## src/rtl/tick_pkg.sv

```systemverilog
package tick_pkg;
   typedef enum logic {
      SEL_COUNT = 1'b0,
      SEL_LIMIT = 1'b1
   } tick_sel_e;
endpackage

```

## src/rtl/tick_count.sv

```systemverilog
module tick_count #(
   parameter int CNT_W = 63
) (
   input  logic             clk,
   input  logic             rst_n,
   input  logic             tick_en,
   input  logic             load,
   input  logic [CNT_W-1:0] load_val,
   output logic [CNT_W-1:0] count
);
   localparam logic [CNT_W-1:0] ONE = {{(CNT_W-1){1'b0}}, 1'b1};

   // a load takes priority over the tick in the same cycle
   always_ff @(posedge clk) begin
      if (!rst_n)       count <= '0;
      else if (load)    count <= load_val;
      else if (tick_en) count <= count + ONE;
   end

   AST_CNT_STEP: assert property (@(posedge clk) disable iff (!rst_n)
      (!load && tick_en) |=> (count == $past(count) + ONE));
   AST_CNT_HOLD: assert property (@(posedge clk) disable iff (!rst_n)
      (!load && !tick_en) |=> $stable(count));
   AST_CNT_LOAD: assert property (@(posedge clk) disable iff (!rst_n)
      load |=> (count == $past(load_val)));
endmodule

```

## src/rtl/tick_cmp.sv

```systemverilog
module tick_cmp #(
   parameter int CNT_W = 63
) (
   input  logic             clk,
   input  logic             rst_n,
   input  logic             tick_en,
   input  logic             wr_cnt,
   input  logic             wr_lim,
   input  logic [CNT_W:0]   wr_data,
   input  logic [CNT_W-1:0] count,
   output logic             disabled,
   output logic [CNT_W-1:0] limit,
   output logic             fire
);
   localparam int EXT_W = CNT_W + 1;

   logic             armed;
   logic [EXT_W-1:0] next_cnt;
   logic             reached;
   logic             wr_flag;
   logic [CNT_W-1:0] wr_val;

   assign wr_flag  = wr_data[CNT_W];
   assign wr_val   = wr_data[CNT_W-1:0];
   assign next_cnt = {1'b0, count} + {{CNT_W{1'b0}}, 1'b1};
   assign reached  = next_cnt >= {1'b0, limit};
   // any register write in this cycle takes priority over the match
   assign fire     = armed && tick_en && reached && !wr_cnt && !wr_lim;

   always_ff @(posedge clk) begin
      if (!rst_n) begin
         disabled <= 1'b1;
         limit    <= '0;
         armed    <= 1'b0;
      end else if (wr_lim) begin
         limit    <= wr_val;
         disabled <= wr_flag;
         armed    <= !wr_flag && (wr_val != '0);
      end else if (wr_cnt) begin
         disabled <= wr_flag;
         if (wr_flag) armed <= 1'b0;
      end else if (fire) begin
         armed <= 1'b0;
      end
   end

   AST_NO_ARM_ZERO: assert property (@(posedge clk) disable iff (!rst_n)
      armed |-> (limit != '0));
   AST_NO_ARM_DISABLED: assert property (@(posedge clk) disable iff (!rst_n)
      armed |-> !disabled);
   AST_ONE_SHOT: assert property (@(posedge clk) disable iff (!rst_n)
      fire |=> !armed);
endmodule

```

## src/rtl/tick_irq.sv

```systemverilog
module tick_irq (
   input  logic clk,
   input  logic rst_n,
   input  logic fire,
   input  logic clr,
   output logic match_flag,
   output logic wake
);
   always_ff @(posedge clk) begin
      if (!rst_n) begin
         match_flag <= 1'b0;
         wake       <= 1'b0;
      end else begin
         wake <= fire;
         if (fire)     match_flag <= 1'b1;
         else if (clr) match_flag <= 1'b0;
      end
   end

   AST_FLAG_STICKY: assert property (@(posedge clk) disable iff (!rst_n)
      (match_flag && !clr) |=> match_flag);
endmodule

```

## src/rtl/tick_timer.sv

```systemverilog
module tick_timer #(
   parameter int CNT_W = 63
) (
   input  logic           clk,
   input  logic           rst_n,
   input  logic           tick_en,
   input  logic           wr_en,
   input  logic           wr_sel,
   input  logic [CNT_W:0] wr_data,
   input  logic           rd_sel,
   output logic [CNT_W:0] rd_data,
   input  logic           match_clr,
   output logic           match_flag,
   output logic           wake
);
   import tick_pkg::*;

   generate
      if (CNT_W < 2) begin : g_bad_width
         $error("tick_timer: CNT_W must be at least 2");
      end
   endgenerate

   tick_sel_e        wsel, rsel;
   logic             wr_cnt, wr_lim;
   logic [CNT_W-1:0] count, limit;
   logic             disabled, fire;

   assign wsel   = tick_sel_e'(wr_sel);
   assign rsel   = tick_sel_e'(rd_sel);
   assign wr_cnt = wr_en && (wsel == SEL_COUNT);
   assign wr_lim = wr_en && (wsel == SEL_LIMIT);

   tick_count #(.CNT_W(CNT_W)) u_count (
      .clk(clk), .rst_n(rst_n), .tick_en(tick_en),
      .load(wr_cnt), .load_val(wr_data[CNT_W-1:0]), .count(count)
   );

   tick_cmp #(.CNT_W(CNT_W)) u_cmp (
      .clk(clk), .rst_n(rst_n), .tick_en(tick_en),
      .wr_cnt(wr_cnt), .wr_lim(wr_lim), .wr_data(wr_data),
      .count(count), .disabled(disabled), .limit(limit), .fire(fire)
   );

   tick_irq u_irq (
      .clk(clk), .rst_n(rst_n), .fire(fire), .clr(match_clr),
      .match_flag(match_flag), .wake(wake)
   );

   always_comb begin
      if (rsel == SEL_LIMIT) rd_data = {disabled, limit};
      else                   rd_data = {disabled, count};
   end

   AST_WAKE_PULSE: assert property (@(posedge clk) disable iff (!rst_n)
      wake |=> !wake);
   AST_WAKE_FLAG: assert property (@(posedge clk) disable iff (!rst_n)
      wake |-> match_flag);
   AST_NO_WAKE_DISABLED: assert property (@(posedge clk) disable iff (!rst_n)
      $past(disabled) |-> !wake);
endmodule

```

## config.mk

```make
export PLATFORM = sky130hd
export DESIGN_NAME = tick_timer
export DESIGN_NICKNAME = d
export VERILOG_FILES = /design/src/rtl/tick_pkg.sv /design/src/rtl/tick_count.sv /design/src/rtl/tick_cmp.sv /design/src/rtl/tick_irq.sv /design/src/rtl/tick_timer.sv
export SDC_FILE = /design/constraint.sdc
export NUM_CORES = 1
export LEC_CHECK = 0
export BUFFER_PORTS_ARGS = -buffer_cell sky130_fd_sc_hd__buf_2
export CAP_MARGIN = 10
export CORE_MARGIN = 1.5
export CORE_UTILIZATION = 40
export CTS_CLUSTER_DIAMETER = 100
export DETAILED_ROUTE_END_ITERATION = 10
export HOLD_SLACK_MARGIN = 0.03
export PLACE_DENSITY = 0.64
export SETUP_SLACK_MARGIN = 0.2
export SYNTH_ARGS = -nofsm -noshare
export SYNTH_HDL_FRONTEND = slang
export SYNTH_SLANG_ARGS = --single-unit
```

## constraint.sdc

```tcl
create_clock -name clk -period 5.01 [get_ports clk]
set_input_delay 1.002 -clock clk [delete_from_list [all_inputs] [get_ports clk]]
set_output_delay 1.002 -clock clk [all_outputs]
set_load 0.1 [all_outputs]
```

==> results_dict.tcl <==
set metrics [dict create \
    status "completed" \
    min_path_type "flop to flop" \
    worst_slew_margin_rel 0.219 \
    crit_required_ps 5380 \
    area_growth_pct 14.7 \
    drive_gt1_frac 0.194 \
    finalSetupViolCount 0 \
    io_pins 137 \
    rr_startpoint "u_count.count[0]" \
    synth_flop_cell "dfxtp_1" \
    fillerInstances 2258 \
    fp.dieW_um 154 \
    final_area_mm2 0.0105 \
    drv_slew 0 \
    ff_latch_area_mm2 0.00260 \
    fin_crit_ps 4340 \
    fmax_ghz 0.231 \
    post_cts.repair.setup_buffers 0 \
    cts_root_buf "clkbuf_16" \
    post-dp-hpwl_mm 20.0 \
    place_area_mm2 0.00993 \
    dp_worst_setup_slack_ps 717 \
    finClkSkew_ps 11.3 \
    ant_nets 0 \
    antenna-diode-count 0 \
    die_height_um 154 \
    hold_start "u_cmp.disabled" \
    synth_edf_count 0 \
    antenna_found_initial 0 \
    reg2reg_slack_ps 670 \
    cp_max_fo 25 \
    cts_resized 0 \
    synth_top_area_frac 0.285 \
    holdBufCountCts 0 \
    globalRouteTotalUtil 0.234 \
    leakage_nw 4.27 \
    async_flop_share 0 \
    clockBufferDepth 2 \
    coreArea_mm2 0.0225 \
    grt_overflow 0 \
    synth_most_common_cell "nand2_1" \
    critPathLaunch "u_count.count[0]" \
    syn-cell-area_mm2 0.00913 \
    grt_setup_unrepaired "no" \
    yosys.area.top_type "dfxtp_1" \
    grt_max_degree 82 \
    crit_type "flop to flop" \
    crit_arrival_ps 4710 \
    setup_slack_ps 672 \
    rows 55 \
    syn_avg_cell_area_um2 7.68 \
    dieArea_mm2 0.0237 \
    avgRoutedWirePerCell_um 17.6 \
    synth_commonest_cells "nand2_1 (197), dfxtp_1 (130), a21oi_1 (112)" \
    ys_warn_count 0 \
    multi_input_area_mm2 0.00593 \
    final_nets 1405 \
    cts_buffers 17 \
    clock_latency_ps 430 \
    syn_inst 1189 \
    io_buffers 136 \
    power.density_mw_per_mm2 297 \
    h-tree-depth 4 \
    ys_ff_latch 130 \
    firstDrtPassIters 8 \
    synthTopCellsByArea "dfxtp_1 (28%), ha_1 (8.8%), nand2_1 (8.1%)" \
    tightest_slew_ps 1170 \
    place_congestion 0.900 \
    fin_tns_setup_ps 0 \
    hold_viol 0 \
    ys_types 50 \
    clk_pin_slew_ps 60 \
    finalCritPeriodShare 0.866 \
    grt_pass1_wl_mm 44.0 \
    drt_iter0_drc 807 \
    routed_wl_mm 27.5 \
    cp-start-kind "flop" \
    dr_total_vias 8758 \
    cts_tree "yes" \
    grt_pass1_vias 8225 \
    maxCapViolCount 0 \
    power_mw 3.11 \
    cts_sinks 130 \
    start_util 0.406 \
    via_per_inst 5.60 \
    ir_drop_uv 164 \
    yosysSeqAreaShare 0.285 \
    drc 0 \
    syn_nets 1324 \
    endpoint_kind "flop" \
]
power by group:
group / internal, mW / total [mW] / switching [mW]
Sequential: 1.09 / 1.18 / 0.0831
Clock: 0.719 / 1.18 / 0.456
Combinational: 0.222 / 0.754 / 0.532
critical path, stage by stage, from the launching register on:
cell	delay (ps)
dfxtp_1	450
ha_1	270
nand3_1	210
or2_1	400
nor4_4	310
buf_4	320
nand4_1	340
nor2_1	220
xor2_1	180
ha_1	280
a21oi_1	150
nand2_1	70
a221oi_1	270
o22ai_1	130
a311oi_1	440
a311o_1	240
sequential cells by signal, summed over array words and instances (netlist names):
| register | cells |
|---|---|
| u_irq.wake | 1 |
| u_irq.match_flag | 1 |
| u_cmp.limit | 63 |
| u_cmp.armed | 1 |
| u_cmp.disabled | 1 |
| u_count.count | 63 |
cell families (layout without fill, tap and decap cells):
logic type | after synthesis | after routing | synth area share
fa+ha+maj | 64 | 64 | 0.0877
simple gates | 449 | 449 | 0.237
compound gates | 211 | 211 | 0.133
flops | 130 | 130 | 0.285
buf+inv | 155 | 245 | 0.0669
xor+xnor | 116 | 116 | 0.111
mux | 64 | 64 | 0.0786
placed cells by master, fill, tap and decap left out, drive strengths merged, types with 2 or more instances in the layout:
cell,instances
a21o,2
a311oi,7
a21oi,112
nor3,10
and4,12
buf,148
mux2,62
nand2,197
clkinv,4
and2,8
or4b,2
xnor2,41
or4,4
inv,69
a211oi,35
or3,9
clkbuf,22
ha,64
nor4,27
xor2,75
nand3,42
or2,3
mux2i,2
nor2b,3
nand2b,3
nor3b,2
and3,17
dfxtp,130
a31oi,4
nor2,65
nand4,44
o21ai,40
a221oi,2
layer usage:
metal  vias to the layer above  wire, µm  track usage
met2                       323     12300        0.363
met3                        40      2030       0.0448
met1                      4099     12600        0.325
met5                         -         0            0
met4                         0       621       0.0781
li1                       4296         -            -
final timing paths:
path / end / cells after the start
setup reg to reg: u_cmp.armed / 15
hold reg to reg: u_cmp.disabled / 2
setup / recovery: u_cmp.armed / 15
hold / removal: u_cmp.disabled / 2
area by class of cell:
| type | instances | area share |
|---|---|---|
| Clock buffer | 22 | 0.0462 |
| Clock inverter | 6 | 0.00550 |
| Timing Repair Buffer | 148 | 0.0748 |
| Tap cell | 285 | 0.0340 |
| Inverter | 69 | 0.0247 |
| Sequential cell | 130 | 0.248 |
| Multi-Input combinational cell | 904 | 0.566 |
through the flow:
stage,hold WS (ps),instances,utilization
after floorplan,443,1189,-
after global placement,451,1536,0.441
after detailed placement,457,1536,0.441
after CTS,469,1564,0.465
after global routing,484,1564,0.465
final,468,1564,0.465
Note: power is estimated with default switching activity, not from simulation.
